**src/rtl/lpm_seq_pkg.sv**
```systemverilog
package lpm_seq_pkg;

    localparam int REG_AW = 8;
    localparam int REG_DW = 8;

    typedef enum logic [4:0] {
        ST_ACTIVE,
        EN_LATCH_RD,
        EN_COMP_WR,
        EN_PLL_WR,
        EN_PHY_WAIT,
        EN_CMD,
        EN_RETAIN,
        EN_GATE,
        EN_SRC_OFF,
        EN_RAIL_LO,
        EN_VDIG_LO,
        EN_ABORT,
        ST_LPM,
        EX_SRC_ON,
        EX_CLK_ON,
        EX_RAIL_HI,
        EX_VDIG_HI,
        EX_UNRETAIN,
        EX_CMD_CLR,
        EX_FLAG_CLR,
        EX_IRQ_ON
    } seq_state_e;

    typedef enum logic {
        PHY_KIND_A = 1'b0,
        PHY_KIND_B = 1'b1
    } phy_kind_e;

    typedef struct packed {
        phy_kind_e kind;
        logic      ext;
    } lpm_cfg_t;

    typedef struct packed {
        logic              wr;
        logic [REG_AW-1:0] addr;
        logic [REG_DW-1:0] data;
    } reg_op_t;

    typedef struct packed {
        logic src;
        logic periph;
        logic core;
        logic bus;
    } clk_set_t;

    localparam logic [REG_AW-1:0] ADDR_WAKE_LATCH = 8'h14;
    localparam logic [REG_AW-1:0] ADDR_COMP       = 8'h30;
    localparam logic [REG_AW-1:0] ADDR_PLL        = 8'h09;
    localparam logic [REG_DW-1:0] DATA_COMP       = 8'h01;
    localparam logic [REG_DW-1:0] DATA_PLL        = 8'h08;

    function automatic logic uses_regs(lpm_cfg_t c);
        return c.kind == PHY_KIND_A;
    endfunction

    function automatic logic keeps_comparators(lpm_cfg_t c);
        return (c.kind == PHY_KIND_A) && !c.ext;
    endfunction

    function automatic logic uses_retention(lpm_cfg_t c);
        return (c.kind == PHY_KIND_B) && c.ext;
    endfunction

endpackage

```
**src/rtl/lpm_regport.sv**
```systemverilog
module lpm_regport
    import lpm_seq_pkg::*;
(
    input  logic    clk,
    input  logic    rst,
    input  logic    start,
    input  reg_op_t op_in,
    input  logic    ack,
    output logic    req,
    output reg_op_t op_q,
    output logic    done
);

    always_ff @(posedge clk) begin
        if (rst) begin
            req  <= 1'b0;
            op_q <= '0;
        end else if (req && ack) begin
            req <= 1'b0;
        end else if (!req && start) begin
            req  <= 1'b1;
            op_q <= op_in;
        end
    end

    assign done = req && ack;

    AST_REQ_HELD: assert property (@(posedge clk) disable iff (rst)
        (req && !ack) |=> (req && $stable(op_q)));

endmodule

```
**src/rtl/lpm_susp_timer.sv**
```systemverilog
module lpm_susp_timer #(
    parameter int SUSP_WAIT = 32
) (
    input  logic clk,
    input  logic rst,
    input  logic run,
    input  logic phy_susp,
    output logic timeout
);

    localparam int CW = $clog2(SUSP_WAIT + 1);
    localparam logic [CW-1:0] LAST = CW'(SUSP_WAIT - 1);

    logic [CW-1:0] cnt;

    always_ff @(posedge clk) begin
        if (rst || !run) begin
            cnt <= '0;
        end else if (cnt != LAST) begin
            cnt <= cnt + 1'b1;
        end
    end

    assign timeout = run && !phy_susp && (cnt == LAST);

endmodule

```
**src/rtl/lpm_seq_fsm.sv**
```systemverilog
module lpm_seq_fsm
    import lpm_seq_pkg::*;
(
    input  logic       clk,
    input  logic       rst,
    input  logic       suspend_req,
    input  logic       wake_evt,
    input  lpm_cfg_t   cfg,
    input  logic       reg_done,
    input  logic       susp_ok,
    input  logic       susp_tmo,
    output seq_state_e state,
    output logic       reg_start,
    output reg_op_t    reg_op
);

    seq_state_e nxt;

    always_ff @(posedge clk) begin
        if (rst) state <= ST_ACTIVE;
        else     state <= nxt;
    end

    always_comb begin
        nxt       = state;
        reg_start = 1'b0;
        reg_op    = '0;
        unique case (state)
            ST_ACTIVE:   if (suspend_req) nxt = EN_LATCH_RD;
            EN_LATCH_RD: begin
                if (uses_regs(cfg)) begin
                    reg_start = 1'b1;
                    reg_op    = '{wr: 1'b0, addr: ADDR_WAKE_LATCH, data: '0};
                    if (reg_done) nxt = EN_COMP_WR;
                end else begin
                    nxt = EN_COMP_WR;
                end
            end
            EN_COMP_WR: begin
                if (keeps_comparators(cfg)) begin
                    reg_start = 1'b1;
                    reg_op    = '{wr: 1'b1, addr: ADDR_COMP, data: DATA_COMP};
                    if (reg_done) nxt = EN_PLL_WR;
                end else begin
                    nxt = EN_PLL_WR;
                end
            end
            EN_PLL_WR: begin
                if (uses_regs(cfg)) begin
                    reg_start = 1'b1;
                    reg_op    = '{wr: 1'b1, addr: ADDR_PLL, data: DATA_PLL};
                    if (reg_done) nxt = EN_PHY_WAIT;
                end else begin
                    nxt = EN_PHY_WAIT;
                end
            end
            EN_PHY_WAIT: begin
                if (susp_ok)       nxt = EN_CMD;
                else if (susp_tmo) nxt = EN_ABORT;
            end
            EN_CMD:      nxt = EN_RETAIN;
            EN_RETAIN:   nxt = EN_GATE;
            EN_GATE:     nxt = EN_SRC_OFF;
            EN_SRC_OFF:  nxt = EN_RAIL_LO;
            EN_RAIL_LO:  nxt = EN_VDIG_LO;
            EN_VDIG_LO:  nxt = ST_LPM;
            EN_ABORT:    nxt = ST_ACTIVE;
            ST_LPM:      if (wake_evt) nxt = EX_SRC_ON;
            EX_SRC_ON:   nxt = EX_CLK_ON;
            EX_CLK_ON:   nxt = EX_RAIL_HI;
            EX_RAIL_HI:  nxt = EX_VDIG_HI;
            EX_VDIG_HI:  nxt = EX_UNRETAIN;
            EX_UNRETAIN: nxt = EX_CMD_CLR;
            EX_CMD_CLR:  nxt = EX_FLAG_CLR;
            EX_FLAG_CLR: nxt = EX_IRQ_ON;
            EX_IRQ_ON:   nxt = ST_ACTIVE;
            default:     nxt = ST_ACTIVE;
        endcase
    end

    AST_LPM_HOLDS: assert property (@(posedge clk) disable iff (rst)
        (state == ST_LPM && !wake_evt) |=> (state == ST_LPM));

    AST_ACTIVE_HOLDS: assert property (@(posedge clk) disable iff (rst)
        (state == ST_ACTIVE && !suspend_req) |=> (state == ST_ACTIVE));

endmodule

```
**src/rtl/phy_lpm_sequencer.sv**
```systemverilog
module phy_lpm_sequencer
    import lpm_seq_pkg::*;
#(
    parameter int SUSP_WAIT = 32
) (
    input  logic              clk,
    input  logic              rst,
    input  logic              suspend_req,
    input  logic              wake_evt,
    input  logic              phy_kind,
    input  logic              ctrl_ext,
    input  logic              phy_susp,
    input  logic              reg_ack,
    output logic              reg_req,
    output logic              reg_wr,
    output logic [REG_AW-1:0] reg_addr,
    output logic [REG_DW-1:0] reg_wdata,
    output logic              phy_lpm_req,
    output logic              cmd_async_irq,
    output logic              cmd_stop,
    output logic              src_clk_en,
    output logic              periph_clk_en,
    output logic              core_clk_en,
    output logic              bus_clk_en,
    output logic              retain_en,
    output logic              rail_hpm,
    output logic              vdig_floor_hi,
    output logic              in_lpm,
    output logic              wake_irq_en,
    output logic              entry_fail
);

    seq_state_e state;
    lpm_cfg_t   cfg_q;
    clk_set_t   clk_q;
    reg_op_t    fsm_op;
    reg_op_t    port_op;
    logic       reg_start;
    logic       reg_done;
    logic       susp_tmo;
    logic       susp_ok;
    logic       lpm_req_q;

    assign susp_ok = phy_susp && lpm_req_q;

    lpm_seq_fsm u_fsm (
        .clk         (clk),
        .rst         (rst),
        .suspend_req (suspend_req),
        .wake_evt    (wake_evt),
        .cfg         (cfg_q),
        .reg_done    (reg_done),
        .susp_ok     (susp_ok),
        .susp_tmo    (susp_tmo),
        .state       (state),
        .reg_start   (reg_start),
        .reg_op      (fsm_op)
    );

    lpm_regport u_port (
        .clk   (clk),
        .rst   (rst),
        .start (reg_start),
        .op_in (fsm_op),
        .ack   (reg_ack),
        .req   (reg_req),
        .op_q  (port_op),
        .done  (reg_done)
    );

    lpm_susp_timer #(.SUSP_WAIT(SUSP_WAIT)) u_timer (
        .clk      (clk),
        .rst      (rst),
        .run      (state == EN_PHY_WAIT),
        .phy_susp (susp_ok),
        .timeout  (susp_tmo)
    );

    // configuration capture at suspend acceptance
    always_ff @(posedge clk) begin
        if (rst) begin
            cfg_q <= '{kind: PHY_KIND_A, ext: 1'b0};
        end else if (state == ST_ACTIVE && suspend_req) begin
            cfg_q <= '{kind: phy_kind_e'(phy_kind), ext: ctrl_ext};
        end
    end

    // step actions
    always_ff @(posedge clk) begin
        if (rst) begin
            clk_q         <= '{src: 1'b1, periph: 1'b1, core: 1'b1, bus: 1'b1};
            cmd_async_irq <= 1'b0;
            cmd_stop      <= 1'b0;
            retain_en     <= 1'b0;
            rail_hpm      <= 1'b1;
            vdig_floor_hi <= 1'b1;
            in_lpm        <= 1'b0;
            wake_irq_en   <= 1'b1;
            lpm_req_q     <= 1'b0;
            entry_fail    <= 1'b0;
        end else begin
            entry_fail <= 1'b0;
            unique case (state)
                ST_ACTIVE:   if (suspend_req) wake_irq_en <= 1'b0;
                EN_PHY_WAIT: lpm_req_q <= 1'b1;
                EN_CMD: begin
                    cmd_async_irq <= 1'b1;
                    cmd_stop      <= 1'b1;
                end
                EN_RETAIN:   if (uses_retention(cfg_q)) retain_en <= 1'b1;
                EN_GATE: begin
                    clk_q.periph <= 1'b0;
                    clk_q.core   <= 1'b0;
                    clk_q.bus    <= 1'b0;
                end
                EN_SRC_OFF:  clk_q.src <= 1'b0;
                EN_RAIL_LO:  if (uses_retention(cfg_q)) rail_hpm <= 1'b0;
                EN_VDIG_LO: begin
                    if (uses_retention(cfg_q)) vdig_floor_hi <= 1'b0;
                    in_lpm      <= 1'b1;
                    wake_irq_en <= 1'b1;
                end
                EN_ABORT: begin
                    lpm_req_q   <= 1'b0;
                    wake_irq_en <= 1'b1;
                    entry_fail  <= 1'b1;
                    clk_q       <= '{src: 1'b1, periph: 1'b1, core: 1'b1, bus: 1'b1};
                end
                ST_LPM:      if (wake_evt) wake_irq_en <= 1'b0;
                EX_SRC_ON:   clk_q.src <= 1'b1;
                EX_CLK_ON: begin
                    clk_q.periph <= 1'b1;
                    clk_q.core   <= 1'b1;
                    clk_q.bus    <= 1'b1;
                end
                EX_RAIL_HI:  rail_hpm <= 1'b1;
                EX_VDIG_HI:  vdig_floor_hi <= 1'b1;
                EX_UNRETAIN: retain_en <= 1'b0;
                EX_CMD_CLR: begin
                    cmd_async_irq <= 1'b0;
                    cmd_stop      <= 1'b0;
                    lpm_req_q     <= 1'b0;
                end
                EX_FLAG_CLR: in_lpm <= 1'b0;
                EX_IRQ_ON:   wake_irq_en <= 1'b1;
                default: ;
            endcase
        end
    end

    assign reg_wr        = port_op.wr;
    assign reg_addr      = port_op.addr;
    assign reg_wdata     = port_op.data;
    assign phy_lpm_req   = lpm_req_q;
    assign src_clk_en    = clk_q.src;
    assign periph_clk_en = clk_q.periph;
    assign core_clk_en   = clk_q.core;
    assign bus_clk_en    = clk_q.bus;

    AST_CMD_BEFORE_GATE: assert property (@(posedge clk) disable iff (rst)
        $fell(periph_clk_en) |-> (cmd_stop && cmd_async_irq));
    AST_SRC_LAST_OFF: assert property (@(posedge clk) disable iff (rst)
        $fell(src_clk_en) |-> (!periph_clk_en && !core_clk_en && !bus_clk_en));
    AST_RET_BEFORE_GATE: assert property (@(posedge clk) disable iff (rst)
        $rose(retain_en) |-> periph_clk_en);
    AST_RAIL_AFTER_GATE: assert property (@(posedge clk) disable iff (rst)
        $fell(rail_hpm) |-> !src_clk_en);
    AST_LPM_CLOCKS_OFF: assert property (@(posedge clk) disable iff (rst)
        (in_lpm && wake_irq_en) |-> !(src_clk_en || periph_clk_en));
    AST_SRC_FIRST_ON: assert property (@(posedge clk) disable iff (rst)
        $rose(periph_clk_en) |-> src_clk_en);
    AST_RAIL_BEFORE_UNRET: assert property (@(posedge clk) disable iff (rst)
        $fell(retain_en) |-> (rail_hpm && vdig_floor_hi));
    AST_FLAG_BEFORE_IRQ: assert property (@(posedge clk) disable iff (rst)
        $fell(in_lpm) |-> !wake_irq_en);
    AST_FAIL_SAFE: assert property (@(posedge clk) disable iff (rst)
        entry_fail |-> (!in_lpm && src_clk_en && periph_clk_en && !phy_lpm_req));

endmodule

```
**config.mk**
```make
export PLATFORM = sky130hd
export DESIGN_NAME = phy_lpm_sequencer
export DESIGN_NICKNAME = d
export VERILOG_FILES = /design/src/rtl/lpm_seq_pkg.sv /design/src/rtl/lpm_regport.sv /design/src/rtl/lpm_susp_timer.sv /design/src/rtl/lpm_seq_fsm.sv /design/src/rtl/phy_lpm_sequencer.sv
export SDC_FILE = /design/constraint.sdc
export NUM_CORES = 1
export LEC_CHECK = 0
export ABC_AREA = 1
export ABC_CLOCK_PERIOD_IN_PS = 5250
export BUFFER_PORTS_ARGS = -buffer_cell sky130_fd_sc_hd__buf_2
export CORE_MARGIN = 4
export CORE_UTILIZATION = 55
export CTS_CLUSTER_SIZE = 8
export DETAILED_ROUTE_END_ITERATION = 7
export MAX_ROUTING_LAYER = met4
export PLACE_DENSITY = 0.81
export SETUP_SLACK_MARGIN = 0.3
export SYNTH_ARGS = -nofsm -noshare
export SYNTH_HDL_FRONTEND = slang
export SYNTH_HIERARCHICAL = 1
export SYNTH_SLANG_ARGS = --single-unit
```
**constraint.sdc**
```tcl
create_clock -name clk -period 5.25 [get_ports clk]
set_input_delay 0 -clock clk [delete_from_list [all_inputs] [get_ports clk]]
set_output_delay 0 -clock clk [all_outputs]
set_load 0.05 [all_outputs]
```
==> impl_metrics.env <==
export IMPL_fin_setup_tns_ps=0
export IMPL_rrSetupSlack_ps=2750
export IMPL_yosys_warnings=6
export IMPL_ys_types=33
export IMPL_clock_skews_ps=5.46
export IMPL_placementRows=23
export IMPL_synth_edff_count=0
export IMPL_pre_cts_slack_ps=2790
export IMPL_clock_tree_buffer_depth=2
export IMPL_syn_mean_instance_area_um2=6.45
export IMPL_postSynth_topFlopCell="dfxtp_1"
export IMPL_synth_async_reset_ratio_pct=0
export IMPL_ys_top_cells_by_area="dfxtp_1 (34%), nor2_1 (12%), nand2_1 (11%), nand3_1 (8.8%), inv_1 (6.0%)"
export IMPL_die_area_um2=5570
export IMPL_antenna_diode_count=0
export IMPL_ir_drop_worst_vdd_v=0.000337
export IMPL_post_cts_setup_buffer_count=0
export IMPL_syn_instance_count=378
export IMPL_first_global_vias=1941
export IMPL_crit_chain="nor2_4 > nand2_1 > nor4_2 > inv_2 > o21ai_1 > or2_1 > inv_2 > nor2_4 > nor2_1 > nor2_1"
export IMPL_die_x_um=74.6
export IMPL_antenna_violations_before_repair=0
export IMPL_critical_path_n_buffers_inverters=2
export IMPL_die_height_um=74.6
export IMPL_timing_fmax_mhz=400
export IMPL_run_status="complete, no violations"
export IMPL_floorplan_io_pins=39
export IMPL_design_final_nets=418
export IMPL_clock_sink_count=41
export IMPL_drc=0
export IMPL_grt_util_all_layers_pct=19.9
export IMPL_layout_common_cells="nor2_1 (77), nand2_1 (72), nand3_1 (43)"
export IMPL_mostFrequentLayoutCell="nor2_1"
export IMPL_worst_ep_required_time_ps=5480
export IMPL_detail_route_wirelength_met1_mm=2.40
export IMPL_pwr_density_cell_nw_per_um2=571
export IMPL_gp_routability_congestion=0.936
export IMPL_critical_path_top_delay_family="simple AND/OR/NAND/NOR gates"
export IMPL_power_leakage_nw=1.23
export IMPL_wl_per_cell_um=10.9
export IMPL_critical_path_max_stage_delay_ps=550
export IMPL_final_critical_path_setup_slack_ps=2750
export IMPL_worstSetupEndpointType="flip-flop"
export IMPL_root_buffer="clkbuf_8"
export IMPL_setup_viol=0
export IMPL_core_area_um2=4140
export IMPL_hpwlAfterDp_mm=3.75
export IMPL_finalWirelength_mm=5.01
export IMPL_remaining_antenna_violation_count=0
export IMPL_grt_setup_unrepaired="no"
export IMPL_dr_total_vias=2280
export IMPL_yosysTopAreaCellShare_pct=33.6
export IMPL_max_slew_margin_rel_pct=50.5
export IMPL_yosys_area_top_type="dfxtp_1"
export IMPL_worst_ep_arrival_time_ps=2740
export IMPL_maximum_number_of_pins_on_one_net_before_global_route_repair=19
export IMPL_htreeDepth=2
export IMPL_syn_to_final_growth_pct=10.0
export IMPL_effective_utilization_at_floorplan_pct=58.9
export IMPL_maxUsedRoutingLayer="met4"
export IMPL_grt_first_pass_wirelength_mm=8.44
export IMPL_finalCriticalPeriod_ps=2500
export IMPL_mappedNetlistArea_um2=2440
export IMPL_overflow=0
export IMPL_critical_path_class="reg2reg"
export IMPL_tritoncts_clock_tree="yes"
export IMPL_share_of_the_clock_period_used_by_the_worst_path_after_layout_pct=47.6
export IMPL_avgViaCountPerCell=4.96
export IMPL_cpMaxStageDelayCell="dfxtp_1"
export IMPL_worst_skew_late_latency_ps=300
export IMPL_cts_buffers_inserted=5
export IMPL_port_buffers=38
export IMPL_timing_max_cap_violations=0
export IMPL_worst_slew_pin_transition_ps=742
export IMPL_timing_hold_violations_final=0
export IMPL_startpoint_type="flip-flop"
export IMPL_hold_path_class="in2reg"
export IMPL_initialDrtViolationCount=193
export IMPL_met2_length_mm=2.24
export IMPL_synth_seq_area_share_pct=33.6
export IMPL_path_clk_slew_ps=80
export IMPL_critPathMaxFanout=18
export IMPL_synth_ff_latch_count=41
export IMPL_drt_pre_antenna_iters=7
export IMPL_layout_filler_cells=388
export IMPL_drive_above_1_share_pct=20.7
export IMPL_finalMaxSlewViolations=0
export IMPL_wl_met3_um=306
==> cells in the mapped netlist, drive strengths merged (2+ instances only) <==
cell type,n
nand3,45
o21ai,10
dfxtp,41
o211ai,2
a21oi,12
inv,52
buf,24
nor2,91
clkinv,4
nand4,5
nor3,4
nand2,79
==> worst paths after layout <==
path,cells past startpoint,from,endpoint
max,10,u_fsm/state[4]$_SDFFE_PP0P_,u_port/op_q[0]$_SDFFE_PP0P_
min,2,rst,phy_lpm_req$_SDFFE_PP0P_
max reg2reg,10,u_fsm/state[4]$_SDFFE_PP0P_,u_port/op_q[0]$_SDFFE_PP0P_
min reg2reg,2,wake_irq_en$_SDFFE_PP1P_,wake_irq_en$_SDFFE_PP1P_
==> power breakdown <==
group / leakage (nW) / switching (mW) / internal (mW) / total (mW)
Combinational: 0.837 / 0.569 / 0.233 / 0.803
Clock: 0.0585 / 0.105 / 0.155 / 0.260
Sequential: 0.335 / 0.0867 / 0.382 / 0.469
Total: 1.23 / 0.761 / 0.770 / 1.53
==> layer usage <==
layer | GRT usage (%) | up-vias
li1 | - | 1210
met1 | 26.1 | 1006
met2 | 30.3 | 58
met3 | 4.46 | 6
met4 | 6.72 | 0
met5 | - | -
==> sequential cells by signal, indices dropped and copies added, names as in the netlist, 2 cells and up <==
register / flops
u_timer/cnt: 6
u_port/op_q: 17
cfg_q: 2
u_fsm/state: 5
==> final cells by class <==
cell class                      count  area (um^2)  share of cell area, %
Clock buffer                        7         86.3                   3.22
Clock inverter                      1         30.0                   1.12
Inverter                           56          210                   7.83
Multi-Input combinational cell    264         1250                   46.7
Sequential cell                    41          821                   30.6
Tap cell                           50         62.6                   2.33
Timing Repair Buffer               41          220                   8.21
==> kinds of logic after synthesis <==
logic type               after synthesis  synth area share [%]
buffers and inverters                 81                  16.2
flip-flops                            41                  33.6
adder cells (fa/ha/maj)                1                 0.513
AND/OR/NAND/NOR                      227                  43.2
AO/OA/AOI/OAI                         26                  5.95
other                                  1                 0.154
XOR/XNOR                               1                 0.359
==> per-stage QoR <==
stage	power, mW	hold WS, ps	cells	area [um^2]	utilization (%)
after floorplan	1.17	69.1	386	2470	-
after global placement	1.26	234	449	2540	61.2
after detailed placement	1.27	252	449	2540	61.2
after CTS	1.54	29.8	460	2680	64.8
after global routing	1.67	28.2	460	2680	64.8
final	1.53	30.7	460	2680	64.8
==> timing repair <==
action / 4_1_cts / 5_1_grt
hold endpoints to repair: 3 / 0
hold buffers: 3 / 0
gates resized for setup: 0 / 0
Note: power is estimated with default switching activity, not from simulation.
